==> config.mk <==
export PLATFORM = sky130hd
export DESIGN_NAME = sdram_burst_seq
export DESIGN_NICKNAME = d
export VERILOG_FILES = /design/src/rtl/sdram_seq_pkg.sv /design/src/rtl/burst_col_gen.sv /design/src/rtl/cas_tail.sv /design/src/rtl/sdram_burst_seq.sv
export SDC_FILE = /design/constraint.sdc
export NUM_CORES = 1
export LEC_CHECK = 0
export BUFFER_PORTS_ARGS = -buffer_cell sky130_fd_sc_hd__clkbuf_2
export CORE_MARGIN = 1
export CORE_UTILIZATION = 56
export DETAILED_ROUTE_END_ITERATION = 16
export PLACE_DENSITY = 0.84
export RECOVER_POWER = 50
export SKIP_LAST_GASP = 1
export SLEW_MARGIN = 20
export SYNTH_ARGS = -nofsm -noshare
export SYNTH_HDL_FRONTEND = slang
export SYNTH_SLANG_ARGS = --single-unit
export TNS_END_PERCENT = 1
==> constraint.sdc <==
create_clock -name clk -period 5.1 [get_ports clk]
set_clock_uncertainty 0.15 [all_clocks]
set_input_delay 1.02 -clock clk [delete_from_list [all_inputs] [get_ports clk]]
set_output_delay 1.02 -clock clk [all_outputs]
set_load 0.01 [all_outputs]
==> src/rtl/sdram_seq_pkg.sv <==
package sdram_seq_pkg;
  typedef enum logic [2:0] {
    OP_IDLE  = 3'd0,
    OP_READ  = 3'd1,
    OP_WRITE = 3'd2,
    OP_STOP  = 3'd3,
    OP_PRECH = 3'd4
  } seq_op_e;

  localparam logic [2:0] LEN_FULL = 3'b111;
endpackage

==> src/rtl/burst_col_gen.sv <==
module burst_col_gen #(
  parameter int COL_W = 8
) (
  input  logic [COL_W-1:0] start_col,
  input  logic [COL_W-1:0] beat,
  input  logic [2:0]       len_code,
  input  logic             interleave,
  output logic [COL_W-1:0] col,
  output logic [COL_W-1:0] len_mask
);
  logic             use_xor;
  logic [COL_W-1:0] low_part;

  always_comb begin
    case (len_code)
      3'b000:  len_mask = COL_W'(0);
      3'b001:  len_mask = COL_W'(1);
      3'b010:  len_mask = COL_W'(3);
      3'b011:  len_mask = COL_W'(7);
      default: len_mask = '1;
    endcase
    // XOR order only matters for 4- and 8-beat bursts
    use_xor  = interleave && (len_code == 3'b010 || len_code == 3'b011);
    low_part = use_xor ? (start_col ^ beat) : (start_col + beat);
    col      = (start_col & ~len_mask) | (low_part & len_mask);
  end
endmodule

==> src/rtl/cas_tail.sv <==
module cas_tail #(
  parameter int MAX_CL = 3
) (
  input  logic clk,
  input  logic rst,
  input  logic issue,
  input  logic cl_long,
  output logic valid
);
  logic [MAX_CL-1:0] pipe;

  always_ff @(posedge clk) begin
    if (rst) pipe <= '0;
    else     pipe <= {pipe[MAX_CL-2:0], issue};
  end

  assign valid = cl_long ? pipe[MAX_CL-1] : pipe[MAX_CL-2];
endmodule

==> src/rtl/sdram_burst_seq.sv <==
module sdram_burst_seq
  import sdram_seq_pkg::*;
#(
  parameter int COL_W  = 8,
  parameter int MAX_CL = 3
) (
  input  logic             clk,
  input  logic             rst,
  input  logic             mode_load,
  input  logic [4:0]       mode_word,
  input  logic [2:0]       cmd_op,
  input  logic [COL_W-1:0] cmd_col,
  input  logic             cmd_autopre,
  output logic             busy,
  output logic [COL_W-1:0] col_out,
  output logic             last_beat,
  output logic             wr_burst,
  output logic             rd_valid,
  output logic             wr_mask,
  output logic             cmd_reject,
  output logic             mode_err
);
  logic [2:0]       bl_q;
  logic             il_q, cl3_q, ap_q;
  logic [COL_W-1:0] start_q, cnt_q;

  logic             busy_n, wr_n, ap_n;
  logic [COL_W-1:0] start_n, cnt_n, col_n, len_mask;

  seq_op_e op;
  logic    is_col, ap_block, accept, refuse, halt, full_page, issue;

  assign op        = seq_op_e'(cmd_op);
  assign is_col    = (op == OP_READ) || (op == OP_WRITE);
  assign ap_block  = busy && ap_q;
  assign accept    = is_col && !mode_err && !ap_block;
  assign refuse    = (is_col && (mode_err || ap_block)) || (op == OP_PRECH && ap_block);
  assign halt      = busy && ((op == OP_STOP) || (op == OP_PRECH && !ap_q));
  assign full_page = (bl_q == LEN_FULL);
  assign issue     = busy && !wr_burst && !halt;

  always_comb begin
    busy_n  = busy;
    start_n = start_q;
    cnt_n   = cnt_q;
    wr_n    = wr_burst;
    ap_n    = ap_q;
    if (accept) begin
      busy_n  = 1'b1;
      start_n = cmd_col;
      cnt_n   = '0;
      wr_n    = (op == OP_WRITE);
      ap_n    = cmd_autopre;
    end else if (halt) begin
      busy_n = 1'b0;
      ap_n   = 1'b0;
    end else if (busy) begin
      if (!full_page && cnt_q == len_mask) begin
        busy_n = 1'b0;
        ap_n   = 1'b0;
      end else begin
        cnt_n = cnt_q + 1'b1;
      end
    end
  end

  burst_col_gen #(.COL_W(COL_W)) u_gen (
    .start_col (start_n),
    .beat      (cnt_n),
    .len_code  (bl_q),
    .interleave(il_q),
    .col       (col_n),
    .len_mask  (len_mask)
  );

  always_ff @(posedge clk) begin
    if (rst) begin
      busy       <= 1'b0;
      start_q    <= '0;
      cnt_q      <= '0;
      col_out    <= '0;
      last_beat  <= 1'b0;
      wr_burst   <= 1'b0;
      ap_q       <= 1'b0;
      wr_mask    <= 1'b0;
      cmd_reject <= 1'b0;
    end else begin
      busy       <= busy_n;
      start_q    <= start_n;
      cnt_q      <= cnt_n;
      wr_burst   <= wr_n;
      ap_q       <= ap_n;
      if (busy_n) col_out <= col_n;
      last_beat  <= busy_n && !full_page && (cnt_n == len_mask);
      wr_mask    <= halt && wr_burst && (op == OP_PRECH);
      cmd_reject <= refuse;
    end
  end

  always_ff @(posedge clk) begin
    if (rst) begin
      bl_q     <= 3'b000;
      il_q     <= 1'b0;
      cl3_q    <= 1'b0;
      mode_err <= 1'b0;
    end else if (mode_load && !busy) begin
      bl_q     <= mode_word[2:0];
      il_q     <= mode_word[3];
      cl3_q    <= mode_word[4];
      mode_err <= mode_word[2] && !(mode_word[1] && mode_word[0]);
    end
  end

  cas_tail #(.MAX_CL(MAX_CL)) u_tail (
    .clk    (clk),
    .rst    (rst),
    .issue  (issue),
    .cl_long(cl3_q),
    .valid  (rd_valid)
  );
endmodule

Word-level counts from Yosys, hierarchy flattened
Index checks and enable logic that the tools add are counted.
{"block": "word_totals", "out_inout_bits": 15, "wordCells": 82, "ff_bits": 39, "ramBits": 0, "romBits": 0, "n_memories": 0, "latch_bits": 0, "input_bits": 20}
{"block": "op_classes", "n_mux": 16, "div": 0, "shift": 0, "add_sub_neg": 2, "reduce_logical": 35, "order_cmp": 0, "multipliers": 0, "eq_ne": 10, "bitwise_logic": 5}
{"op": "8-bit two-way mux", "count": 6}
{"op": "8-bit case mux with 4 select lines", "count": 1}
{"op": "1-bit logical AND", "count": 18}
{"op": "8-bit bitwise AND", "count": 2}
{"op": "8-bit == test", "count": 2}
{"op": "3-bit by 2-bit == test with 1-bit output, second input constant", "count": 4}
{"op": "1-bit two-way mux", "count": 9}
{"op": "8-bit by 1-bit adder with 8-bit output, second input constant", "count": 1}
{"op": "8-bit adder", "count": 1}
{"op": "1-bit zero test", "count": 8}
{"op": "8-bit NOT", "count": 1}
{"op": "8-bit bitwise OR", "count": 1}
{"op": "8-bit XOR", "count": 1}
{"op": "3-bit by 1-bit == test with 1-bit output, second input constant", "count": 2}
{"op": "3-bit == test, second input constant", "count": 2}
{"op": "3-bit nonzero test", "count": 2}
{"op": "1-bit logical OR", "count": 5}
{"op": "3-bit zero test", "count": 1}
{"op": "2-bit AND reduction", "count": 1}

Depth between registers and ports, before layout
Gate-level depths: netlist (run 1).
{"block": "depth", "depth_word": 12, "mapped_depth": 17, "ltp_nobuf": 16}

Modules after synthesis
A second synthesis (run 1) with hierarchy kept.
{"block": "unflattened", "cells_unflattened": 284, "area_unflattened_um2": 2411.1}
{"module": "sdram_burst_seq", "seq_area_each_um2": 720.7, "area_per_inst_um2": 1813.0, "cells_each": 213, "n_inst": 1}
{"module": "burst_col_gen", "seq_area_each_um2": 0.0, "area_per_inst_um2": 504.2, "cells_each": 64, "n_inst": 1}
{"module": "cas_tail", "seq_area_each_um2": 60.1, "area_per_inst_um2": 93.8, "cells_each": 7, "n_inst": 1}

Least setup slack after synthesis (run 1)
Ideal clock, no wire load.
{"block": "synth_path", "path_type": "input to register", "startpoint": "input port cmd_op[0]", "endpoint": "register col_out[6]", "t_arrival_ps": 3919, "setup_ps": 71, "n_path_buf": 1, "path_stages": 16, "path_slack_ps": 961, "cell_sequence": "xnor2_1 > nor3_1 > buf_2 > mux2i_1 > inv_1 > ha_1 > inv_1 > fa_1 > inv_1 > a21o_1 > a21oi_1 > o21bai_1 > a21oi_1 > xor2_1 > a211o_1 > a21oi_1"}
{"block": "synth_between", "word_cells_on_any_way": 21}
{"item": "start: declaration", "line_no": "sdram_burst_seq.sv:11", "source": "input logic [2:0] cmd_op,"}
{"item": "3-bit by 1-bit == test with 1-bit output / 3-bit by 2-bit == test with 1-bit output (equally long branches)", "line_no": "sdram_burst_seq.sv:34", "source": "assign is_col = (op == OP_READ) || (op == OP_WRITE);"}
{"item": "1-bit logical OR (*)", "line_no": "sdram_burst_seq.sv:34"}
{"item": "1-bit logical AND (*) (2 in series)", "line_no": "sdram_burst_seq.sv:36", "source": "assign accept = is_col && !mode_err && !ap_block;"}
{"item": "8-bit two-way mux (*)", "line_no": "sdram_burst_seq.sv:48", "source": "if (accept) begin"}
{"item": "named net start_n[0]", "line_no": "sdram_burst_seq.sv:28", "source": "logic [COL_W-1:0] start_n, cnt_n, col_n, len_mask;"}
{"item": "8-bit adder (*)", "line_no": "burst_col_gen.sv:24", "source": "low_part = use_xor ? (start_col ^ beat) : (start_col + beat);"}
{"item": "8-bit two-way mux (*)", "line_no": "burst_col_gen.sv:24"}
{"item": "8-bit bitwise AND (*)", "line_no": "burst_col_gen.sv:25", "source": "col = (start_col & ~len_mask) | (low_part & len_mask);"}
{"item": "8-bit bitwise OR (*)", "line_no": "burst_col_gen.sv:25"}
{"item": "end signal: assignment", "line_no": "sdram_burst_seq.sv:93", "source": "if (busy_n) col_out <= col_n;"}
{"item": "end: declaration", "line_no": "sdram_burst_seq.sv:15", "source": "output logic [COL_W-1:0] col_out,"}
Mark *: on every way through the listed nets, which the timed path passes. The rest lies on a longest branch.
A chain may end at the register's enable or synchronous reset.

Final worst setup path (run 1)
{"block": "layout_path", "startpoint": "register bl_q[2]", "endpoint": "register col_out[7]"}
{"block": "layout_between", "elab_chain_cells": 12, "word_cells_on_any_way": 26}
{"item": "start: declaration", "line_no": "sdram_burst_seq.sv:23", "source": "logic [2:0] bl_q;"}
{"item": "start signal: assignment", "line_no": "sdram_burst_seq.sv:107", "source": "bl_q <= mode_word[2:0];"}
{"item": "3-bit by 2-bit == test with 1-bit output, or another cell as far along", "line_no": "burst_col_gen.sv:15", "source": "case (len_code)"}
{"item": "8-bit case mux with 4 select lines", "line_no": "burst_col_gen.sv:15"}
{"item": "8-bit == test", "line_no": "sdram_burst_seq.sv:58", "source": "if (!full_page && cnt_q == len_mask) begin"}
{"item": "1-bit logical AND (*)", "line_no": "sdram_burst_seq.sv:58"}
{"item": "8-bit two-way mux (*)", "line_no": "sdram_burst_seq.sv:58"}
{"item": "8-bit two-way mux (*)", "line_no": "sdram_burst_seq.sv:57", "source": "end else if (busy) begin"}
{"item": "8-bit two-way mux (*)", "line_no": "sdram_burst_seq.sv:54", "source": "end else if (halt) begin"}
{"item": "8-bit two-way mux (*)", "line_no": "sdram_burst_seq.sv:48"}
{"item": "named net cnt_n[5]", "line_no": "sdram_burst_seq.sv:28"}
{"item": "8-bit adder (*)", "line_no": "burst_col_gen.sv:24"}
{"item": "8-bit two-way mux (*)", "line_no": "burst_col_gen.sv:24"}
{"item": "8-bit bitwise AND (*)", "line_no": "burst_col_gen.sv:25"}
{"item": "8-bit bitwise OR (*)", "line_no": "burst_col_gen.sv:25"}
Marks and branches as above.

==> out/results.md, run 1 <==
* **run status** complete, but fails checks
* **failing checks** max-capacitance violations, max-slew violations
* **H-tree lvl count** 2
* **hold wc startpoint** u_tail.pipe[0]$_SDFF_PP0_
* **destination of the worst hold path** u_tail.pipe[1]$_SDFF_PP0_
* **core area** 3800 sq um
* **unique cell type count in the Yosys netlist** 53
* **maximum buffer depth of the clock tree** 2
* **area enclosed by the die boundary** 4340 sq um
* **Port-buffer cells** 34
* **worst reg2reg endpoint** col_out[7]$_SDFFE_PP0N_
* **Critical Setup Path Class** flip-flop to flip-flop
* **slack of the worst reg-to-reg path** 920 ps
* **accumulated negative setup slack** 0 ps
* **startpoint type of the worst setup path** flip-flop
* **power density cells** 273 nW/um^2
* **cell family with the largest share of critical-path delay** simple AND/OR/NAND/NOR gates
* **number of instances resized during post-cts repair** 0
* **clock insertion delay at the later pin of the skew report** 290 ps
* **via count of the first global-routing pass** 1939
* **DRT antenna net count** 0
* **Worst Max-Slew Pin Slew** 1620 ps
* **Vias** 2024
* **wire length of the first global-routing pass** 8600 um
* **synthesized cell area** 2280 sq um
* **cells along the critical path** nand4bb_1 -> a21oi_1 -> o311a_4 -> nor4_1 -> mux2i_1 -> inv_1 -> ha_1 -> or2_2 -> a21oi_1 -> a21oi_1 -> xor2_1 -> nand2_1 -> o211ai_1
* **Detailed Routing Iterations Pass 1** 4
* **worst-case headroom to the max-slew limit** -8.30%
* **sequential area share after synthesis** 34.2%
* **number of max-cap violations** 1
* **total number of yosys warnings** 0
* **Placed Instances** 346
* **tightest hold margin** 291 ps
* **IO Count** 35
* **hpwl dp** 3680 um
* **antenna violations before repair** 0
* **static leakage power** 1.13 nW
* **worst setup slack after layout** 923 ps
* **Starting DRT DRC Count** 128
* **Post-CTS Setup Inserts** 0
* **Largest stage delay, worst path** 900 ps
* **Total Routing Usage GR** 26.0%
* **Root Buffer** sky130_fd_sc_hd__clkbuf_8
* **most instantiated flip-flop cell in the synthesis netlist** sky130_fd_sc_hd__dfxtp_1
* **Avg Synthesized Cell Area** 8.34 sq um
* **buffers plus inverters on the worst setup path** 1
* **minimum clock period** 4180 ps
* **critical path fanouts, max** 26
* **clock-pin slew on the worst setup and hold paths** 70 ps
* **last weighted congestion value of the routability-driven placer** 0.962
* **Final Net Count** 334
* **setup violators final** 0
* **net count after synthesis** 303
* **Reg2Reg Launch Point** bl_q[2]$_SDFFE_PP0P_
* **Worst EP arrival** 4240 ps
* **worst setup timing slack at the placement stage** 854 ps
* **width of the die** 65.9 um
* **HP Class** flip-flop to flip-flop
* **flop and latch count out of synthesis** 39
* **Die H** 65.9 um
* **area grow syn2layout** 11.8%
* **number of synthesized flops with an enable pin** 0
* **WHS Path Cells** 1
* **largest cells by area after synthesis** sky130_fd_sc_hd__dfxtp_1 (34%), sky130_fd_sc_hd__mux2i_1 (7.4%), sky130_fd_sc_hd__nor2_1 (5.9%)
* **CTS tree** yes
* **CP most frequent cell** sky130_fd_sc_hd__a21oi_1
* **Highest Clock Rate** 0.239 GHz
* **global route total overflow** 0
* **drt wl/cell** 14.3 um
* **fraction of synthesized cell area taken by the top area cell type** 34.2%
* **total of fill cells in the finished design** 328
* **worst-path cell with the longest stage delay** sky130_fd_sc_hd__dfxtp_1
* **final-report hold violation count** 0
* **clock buffer count from CTS** 5
* **starting density of the core** 60.1%
* **number of sinks driven by the clock tree** 39
* **largest area contributor in the netlist** sky130_fd_sc_hd__dfxtp_1
* **top cells by instance count after synthesis** sky130_fd_sc_hd__dfxtp_1 (39), sky130_fd_sc_hd__nor2_1 (36), sky130_fd_sc_hd__nand2_1 (24)
* **number of placement rows** 22
* **DRC violations left** 0
* **total count of max-transition violations in the final report** 40
* **logic depth of the worst register-to-register path** 13
* **non-filler cells in the finished layout** 354
* **Req. time, crit path** 5170 ps
* **most common cell in the synthesized netlist** sky130_fd_sc_hd__dfxtp_1
* **share of post-route cells with drive strength above 1** 15.0%
* **share of async-settable or async-resettable flops after synthesis** 0%
* **Period Utilization, post-route** 81.9%
* **Max rail drop VDD** 0.191 mV
* **via density per instance** 5.72
* **CP Capture Type** flip-flop
* **final WL** 5050 um
* **n_diodes** 0
* **CTS Hold Bufs** 0
* **RSZ-0062 raised after global routing** no
* **Post-Synthesis Cells** 274
* **maximum number of pins on one net before global-route repair** 40
==> state kept, by name, indices dropped and copies added (netlist names) <==
| register | count |
|---|---|
| cnt_q | 8 |
| col_out | 8 |
| start_q | 8 |
| bl_q | 3 |
| u_tail.pipe | 3 |
| ap_q | 1 |
| busy | 1 |
| cl3_q | 1 |
| cmd_reject | 1 |
| il_q | 1 |
| last_beat | 1 |
| mode_err | 1 |
| wr_burst | 1 |
| wr_mask | 1 |
==> layer usage <==
metal	GRT usage (%)	up-vias	share of wire, %
met2	43.6	45	49
met1	31.8	951	45
met4	11.1	0	2.5
li1	-	1014	-
met5	0	-	0
met3	5.34	14	4.1
==> metrics by stage <==
step                      power (mW)  util [%]  cell area [sq um]
after floorplan                0.436         -               2280
after global placement         0.473      65.1               2470
after detailed placement       0.477      65.1               2470
after CTS                      0.701      67.7               2570
after global routing           0.729      67.2               2550
final                          0.697      67.2               2550
==> placed cells by master, fill, tap and decap left out, types with 4 or more instances in the layout <==
master                      n
sky130_fd_sc_hd__xnor2_1    6
sky130_fd_sc_hd__inv_1     16
sky130_fd_sc_hd__clkbuf_2  19
sky130_fd_sc_hd__a211oi_1   5
sky130_fd_sc_hd__a21oi_1   19
sky130_fd_sc_hd__clkbuf_1  16
sky130_fd_sc_hd__a21o_1     4
sky130_fd_sc_hd__nor3_1     6
sky130_fd_sc_hd__or2_2      4
sky130_fd_sc_hd__nand3_1    4
sky130_fd_sc_hd__nand3b_1   6
sky130_fd_sc_hd__nor2b_1    5
sky130_fd_sc_hd__nand2b_1   5
sky130_fd_sc_hd__ha_1       8
sky130_fd_sc_hd__dfxtp_1   39
sky130_fd_sc_hd__clkbuf_8   7
sky130_fd_sc_hd__xor2_1     5
sky130_fd_sc_hd__and2_1     5
sky130_fd_sc_hd__nand2_1   24
sky130_fd_sc_hd__mux2i_1   17
sky130_fd_sc_hd__nor4_1     4
sky130_fd_sc_hd__nor2_1    36
==> power by group <==
| group | switching [mW] | total [mW] | internal (mW) |
|---|---|---|---|
| Sequential | 0.0150 | 0.336 | 0.321 |
| Clock | 0.105 | 0.228 | 0.123 |
| Combinational | 0.0788 | 0.133 | 0.0545 |
| Total | 0.199 | 0.697 | 0.499 |
==> how the worst max path moves through the flow <==
stage / to / slack (ps) / start / cells after the start
2_1_floorplan: col_out[6]$_SDFFE_PP0N_ / 960 / cmd_op[0] / 16
3_3_place_gp: col_out[6]$_SDFFE_PP0N_ / 890 / cmd_op[1] / 14
3_5_place_dp: col_out[6]$_SDFFE_PP0N_ / 850 / cmd_op[1] / 14
4_1_cts: col_out[7]$_SDFFE_PP0N_ / 950 / bl_q[2]$_SDFFE_PP0P_ / 13
5_1_grt: col_out[7]$_SDFFE_PP0N_ / 630 / bl_q[2]$_SDFFE_PP0P_ / 13
6_report: col_out[7]$_SDFFE_PP0N_ / 920 / bl_q[2]$_SDFFE_PP0P_ / 13
==> cell families after synthesis <==
logic type	share of synthesized area, %
xor+xnor	4.22
compound gates	15.3
simple gates	25.9
mux	9.42
fa+ha+maj	5.26
flops	34.2
buf+inv	5.70
==> layout make-up <==
type / instances / area [sq um] / area share (%)
well taps: 48 / 60.1 / 2.35
clock buffers: 8 / 100 / 3.92
repair buffers: 36 / 166 / 6.52
multi-input cells: 205 / 1380 / 54.0
flip-flops and latches: 39 / 781 / 30.6
inverters: 18 / 67.6 / 2.65
Note: power is estimated with default switching activity, not from simulation.
==> run 2, diff against run 1 <==
- CORE_UTILIZATION: 56 -> 51
- PLACE_DENSITY: 0.84 -> 0.81
- clock period: 5.1 -> 3.61 ns (I/O delays scaled with it)
==> run 2 against run 1 <==
The flow now finishes without violations. Count of clock-buffer cells in the layout decreased by 2. Via count increased by 7.7%. Largest cell class unchanged. Setup slack got worse by 760 ps. Die area increased by 9.5%.
==> out/results.md, run 2 (synthesis results as in run 1) <==
* **Starting DRT DRC Count** 96
* **IO Count** 35
* **Internal Power** 0.717 mW
* **via density per instance** 5.62
* **via count of the first global-routing pass** 2065
* **HP Class** flip-flop to flip-flop
* **Critical Setup Path Class** flip-flop to flip-flop
* **H-tree lvl count** 2
* **Max rail drop VDD** 0.273 mV
* **commonest cells after routing, fill and taps aside** sky130_fd_sc_hd__dfxtp_1 (37), sky130_fd_sc_hd__nor2_1 (36), sky130_fd_sc_hd__clkbuf_2 (34), sky130_fd_sc_hd__buf_4 (34), sky130_fd_sc_hd__nand2_1 (23)
* **static leakage power** 1.35 nW
* **most frequent standard cell in the layout excluding fill and tap cells** sky130_fd_sc_hd__dfxtp_1
* **met1 routed wirelength after detailed routing** 2610 um
* **power share of the sequential group** 46.1%
* **n_diodes** 0
* **Met3 Routed Length** 254 um
* **final WL** 5770 um
* **global route total overflow** 0
* **worst-case headroom to the max-slew limit** 46.2%
* **Final Net Count** 367
* **power density cells** 351 nW/um^2
* **wire length of the first global-routing pass** 9290 um
* **final cell utilization of the core** 70.0%
* **uppermost layer routed** met4
* **CTS tree** yes
* **share of total power in combinational logic** 24.4%
* **clock-pin slew on the worst setup and hold paths** 80 ps
* **Detailed Routing Iterations Pass 1** 4
* **core area** 4140 sq um
* **setup violators final** 0
* **hpwl dp** 4200 um
* **last weighted congestion value of the routability-driven placer** 0.898
* **critical path fanouts, max** 6
* **switching power summed over all nets** 0.301 mW
* **net switching fraction of the power** 29.6%
* **CP Capture Type** flip-flop
* **total count of max-transition violations in the final report** 0
* **total power consumption of the routed design** 1.02 mW
* **minimum clock period** 3450 ps
* **Req. time, crit path** 3680 ps
* **starting density of the core** 55.1%
* **worst setup slack after layout** 159 ps
* **drt wl/cell** 14.9 um
* **CTS Hold Bufs** 0
* **width of the die** 68.9 um
* **Die H** 68.9 um
* **maximum buffer depth of the clock tree** 2
* **area grow syn2layout** 26.9%
* **cell area after layout** 2900 sq um
* **number of placement rows** 23
* **Highest Clock Rate** 0.290 GHz
* **Vias** 2180
* **Total Routing Usage GR** 26.9%
* **Port-buffer cells** 34
* **area enclosed by the die boundary** 4750 sq um
* **DRT antenna net count** 0
* **DRC violations left** 0
* **run status** complete, no violations
* **Worst EP arrival** 3520 ps
* **number of sinks driven by the clock tree** 39
* **number of max-cap violations** 0
* **Period Utilization, post-route** 95.6%
* **met2 wire len** 2700 um
* **worst setup timing slack at the placement stage** -138 ps
* **placement-stage cell area** 2720 sq um
* **antenna violations before repair** 0
* **part of the total power dissipated in the clock network** 29.5%
* **tightest hold margin** 302 ps
* **maximum number of pins on one net before global-route repair** 40
* **Worst Max-Slew Pin Slew** 805 ps
* **registers with the highest flip-flop counts** cnt_q (8), col_out (8), start_q (8)
* **clock buffer count from CTS** 5
* **share of post-route cells with drive strength above 1** 31.7%
* **total of fill cells in the finished design** 332
* **final-report hold violation count** 0
* **startpoint type of the worst setup path** flip-flop
* **RSZ-0062 raised after global routing** yes
* **Root Buffer** sky130_fd_sc_hd__clkbuf_8
* **clock insertion delay at the later pin of the skew report** 290 ps
## run 2: cell count changes in the layout (fill, tap and decap cells not counted), moves of 2 or more
cell	before	now
sky130_fd_sc_hd__clkbuf_1	16	0
sky130_fd_sc_hd__buf_4	2	34
sky130_fd_sc_hd__clkbuf_2	19	34
sky130_fd_sc_hd__a21oi_2	1	3
sky130_fd_sc_hd__nor4_1	4	2
sky130_fd_sc_hd__a21oi_1	19	16
sky130_fd_sc_hd__dfxtp_1	39	37
sky130_fd_sc_hd__or4b_4	0	2
## run 2: repair_timing
action / CTS / global route
pin swaps: 3 / 9
setup buffers: 2 / 0
gates resized for setup: 7 / 12
setup endpoints to repair: 1 / 4
gates cloned: 0 / 0
## run 2: stage by stage
stage	setup TNS [ps]	instances
2_1_floorplan	0	274
3_3_place_gp	-54.4	379
3_5_place_dp	-138	379
4_1_cts	0	388
5_1_grt	-31.6	388
6_report	0	388
## run 2: critical path, cell delays in order (launching register included)
cell and delay, ps:
sky130_fd_sc_hd__dfxtp_4 390, sky130_fd_sc_hd__buf_4 150, sky130_fd_sc_hd__nand4bb_1 140, sky130_fd_sc_hd__a21oi_2 80, sky130_fd_sc_hd__o311a_4 390, sky130_fd_sc_hd__or4_4 430
sky130_fd_sc_hd__nand2_2 120, sky130_fd_sc_hd__ha_4 130, sky130_fd_sc_hd__inv_1 40, sky130_fd_sc_hd__fa_2 330, sky130_fd_sc_hd__inv_1 60, sky130_fd_sc_hd__a21o_1 120
sky130_fd_sc_hd__a21oi_2 60, sky130_fd_sc_hd__o21bai_1 140, sky130_fd_sc_hd__a21oi_1 90, sky130_fd_sc_hd__xor2_1 150, sky130_fd_sc_hd__a211o_1 270, sky130_fd_sc_hd__a21oi_2 130
## run 2: power groups by stage
stage / registers (mW) / logic [mW] / clock network, mW
floorplan: 0.481 / 0.137 / 0
global placement: 0.477 / 0.225 / 0
detailed placement: 0.478 / 0.231 / 0
CTS: 0.468 / 0.238 / 0.310
global route: 0.472 / 0.274 / 0.325
finish: 0.469 / 0.248 / 0.301
## run 2: area by class of cell
cell class / instances / area [sq um] / share of cell area (%)
flip-flops and latches: 39 / 786 / 27.1
well taps: 50 / 62.6 / 2.16
clock inverters: 1 / 5.00 / 0.173
repair buffers: 69 / 437 / 15.1
inverters: 18 / 67.6 / 2.33
clock buffers: 6 / 82.6 / 2.85
multi-input cells: 205 / 1460 / 50.3
## run 2: worst paths after layout
path / start / endpoint / slack [ps] / cells past startpoint
setup / recovery: bl_q[2]$_SDFFE_PP0P_ / col_out[6]$_SDFFE_PP0N_ / 160 / 17
hold / removal: u_tail.pipe[0]$_SDFF_PP0_ / u_tail.pipe[1]$_SDFF_PP0_ / 300 / 1
setup reg to reg: bl_q[2]$_SDFFE_PP0P_ / col_out[6]$_SDFFE_PP0N_ / 160 / 17
hold reg to reg: u_tail.pipe[0]$_SDFF_PP0_ / u_tail.pipe[1]$_SDFF_PP0_ / 300 / 1
## run 2: metal layers
metal	GRT usage [%]	vias up
met3	5.59	15
met5	0	-
met2	43.6	58
li1	-	1082
met4	13.5	0
met1	33.4	1025
==> run 3, diff against run 2 <==
- PLACE_DENSITY: 0.81 -> 0.74
==> run 3 against run 2 <==
Global-route usage decreased by 1.2 points. Critical path type unchanged. Die area unchanged. Count of clock-buffer cells in the layout unchanged. Power increased by 7.4%.
==> out/results.md, run 3 (synthesis results as in run 1) <==
* **commonest cells after routing, fill and taps aside** sky130_fd_sc_hd__buf_4 (38), sky130_fd_sc_hd__dfxtp_1 (37), sky130_fd_sc_hd__nor2_1 (36), sky130_fd_sc_hd__nand2_1 (23), sky130_fd_sc_hd__clkbuf_2 (21)
* **Max rail drop VDD** 0.273 mV
* **RSZ-0062 raised after global routing** yes
* **last weighted congestion value of the routability-driven placer** 0.881
* **clock buffer count from CTS** 5
* **antenna violations before repair** 0
* **DRT antenna net count** 0
* **H-tree lvl count** 2
* **met1 routed wirelength after detailed routing** 2620 um
* **Final Net Count** 372
* **uppermost layer routed** met4
* **Period Utilization, post-route** 97.9%
* **Root Buffer** sky130_fd_sc_hd__clkbuf_8
* **cell area after layout** 2960 sq um
* **run status** complete, no violations
* **share of post-route cells with drive strength above 1** 29.9%
* **Port-buffer cells** 34
* **via count of the first global-routing pass** 1962
* **clock insertion delay at the later pin of the skew report** 290 ps
* **Req. time, crit path** 3670 ps
* **met2 wire len** 2790 um
* **HP Class** flip-flop to flip-flop
* **wire length of the first global-routing pass** 8880 um
* **DRC violations left** 0
* **maximum buffer depth of the clock tree** 2
* **worst-case headroom to the max-slew limit** 44.1%
* **placement-stage cell area** 2710 sq um
* **registers with the highest flip-flop counts** cnt_q (8), col_out (8), start_q (8)
* **width of the die** 68.9 um
* **Vias** 2178
* **startpoint type of the worst setup path** flip-flop
* **clock-pin slew on the worst setup and hold paths** 80 ps
* **Worst Max-Slew Pin Slew** 837 ps
* **critical path fanouts, max** 6
* **number of placement rows** 23
* **setup violators final** 0
* **final-report hold violation count** 0
* **Detailed Routing Iterations Pass 1** 4
* **tightest hold margin** 316 ps
* **final WL** 5840 um
* **static leakage power** 1.33 nW
* **area grow syn2layout** 29.7%
* **Starting DRT DRC Count** 158
* **global route total overflow** 0
* **hpwl dp** 4030 um
* **most frequent standard cell in the layout excluding fill and tap cells** sky130_fd_sc_hd__buf_4
* **power density cells** 369 nW/um^2
* **via density per instance** 5.53
* **CTS Hold Bufs** 0
* **CP Capture Type** flip-flop
* **Met3 Routed Length** 257 um
* **number of sinks driven by the clock tree** 39
* **minimum clock period** 3530 ps
* **CTS tree** yes
* **IO Count** 35
* **Critical Setup Path Class** flip-flop to flip-flop
* **starting density of the core** 55.1%
* **Die H** 68.9 um
* **number of max-cap violations** 0
* **Worst EP arrival** 3600 ps
* **maximum number of pins on one net before global-route repair** 40
* **n_diodes** 0
* **total power consumption of the routed design** 1.09 mW
* **Total Routing Usage GR** 25.6%
* **Highest Clock Rate** 0.283 GHz
* **area enclosed by the die boundary** 4750 sq um
* **core area** 4140 sq um
* **total count of max-transition violations in the final report** 0
* **drt wl/cell** 14.8 um
## run 3: cell types whose count changed in the layout (fill, tap and decap cells not counted), sizes merged
| cell | delta |
|---|---|
| bufinv | +1 |
| buf | +5 |
## run 3: path summary, 6_finish.rpt
kind | endpoint | slack (ps) | startpoint | depth (start not counted)
setup / recovery | col_out[6]$_SDFFE_PP0N_ | 80 | bl_q[2]$_SDFFE_PP0P_ | 17
hold / removal | u_tail.pipe[1]$_SDFF_PP0_ | 320 | u_tail.pipe[0]$_SDFF_PP0_ | 1
setup reg to reg | col_out[6]$_SDFFE_PP0N_ | 80 | bl_q[2]$_SDFFE_PP0P_ | 17
hold reg to reg | u_tail.pipe[1]$_SDFF_PP0_ | 320 | u_tail.pipe[0]$_SDFF_PP0_ | 1
## run 3: cell type report
class,count,area (sq um)
clock buffers,6,82.6
clock inverters,2,35.0
fillers,329,1180
inverters,18,67.6
multi-input cells,205,1460
flip-flops and latches,39,786
well taps,50,62.6
repair buffers,74,470
## run 3: worst max-delay path, cell delays in order, from the launching register on
cell and delay, ps:
sky130_fd_sc_hd__dfxtp_4 360, sky130_fd_sc_hd__buf_6 130, sky130_fd_sc_hd__or4_4 490, sky130_fd_sc_hd__mux2i_4 200, sky130_fd_sc_hd__o311a_4 260, sky130_fd_sc_hd__o211ai_1 140
sky130_fd_sc_hd__nand2_2 130, sky130_fd_sc_hd__ha_4 150, sky130_fd_sc_hd__inv_2 40, sky130_fd_sc_hd__fa_2 360, sky130_fd_sc_hd__inv_2 50, sky130_fd_sc_hd__a21o_1 110
sky130_fd_sc_hd__a21oi_2 60, sky130_fd_sc_hd__o21bai_1 170, sky130_fd_sc_hd__a21oi_1 100, sky130_fd_sc_hd__xor2_1 160, sky130_fd_sc_hd__a211o_1 270, sky130_fd_sc_hd__a21oi_2 120
## run 3: report_power, final
part | total [mW] | internal (mW) | switching [mW]
sequential | 0.467 | 0.453 | 0.0143
combinational | 0.252 | 0.116 | 0.136
clock | 0.374 | 0.224 | 0.151
total | 1.09 | 0.793 | 0.301
## run 3: what timing repair did
item                                    4_1_cts  5_1_grt
endpoints found under the setup margin        3        4
resized for setup                             6       19
gates cloned                                  0        0
setup buffers                                 1        8
pin swaps                                     1       21
## run 3: stage by stage
step / TNS (ps) / setup slack [ps] / std cells / util (%)
finish: 0 / 76.7 / 394 / 71.5
detailed placement: -273 / -167 / 377 / 65.3
CTS: 0 / 10.3 / 386 / 68.7
global placement: -114 / -93.6 / 377 / 65.3
global route: -180 / -63.8 / 394 / 71.5
floorplan: 0 / 48.9 / 274 / -
## run 3: routing by layer
layer | vias to the layer above | track usage, %
li1 | 1094 | -
met1 | 1015 | 32.8
met2 | 55 | 41.1
met3 | 14 | 4.93
met4 | 0 | 12.0
met5 | - | 0
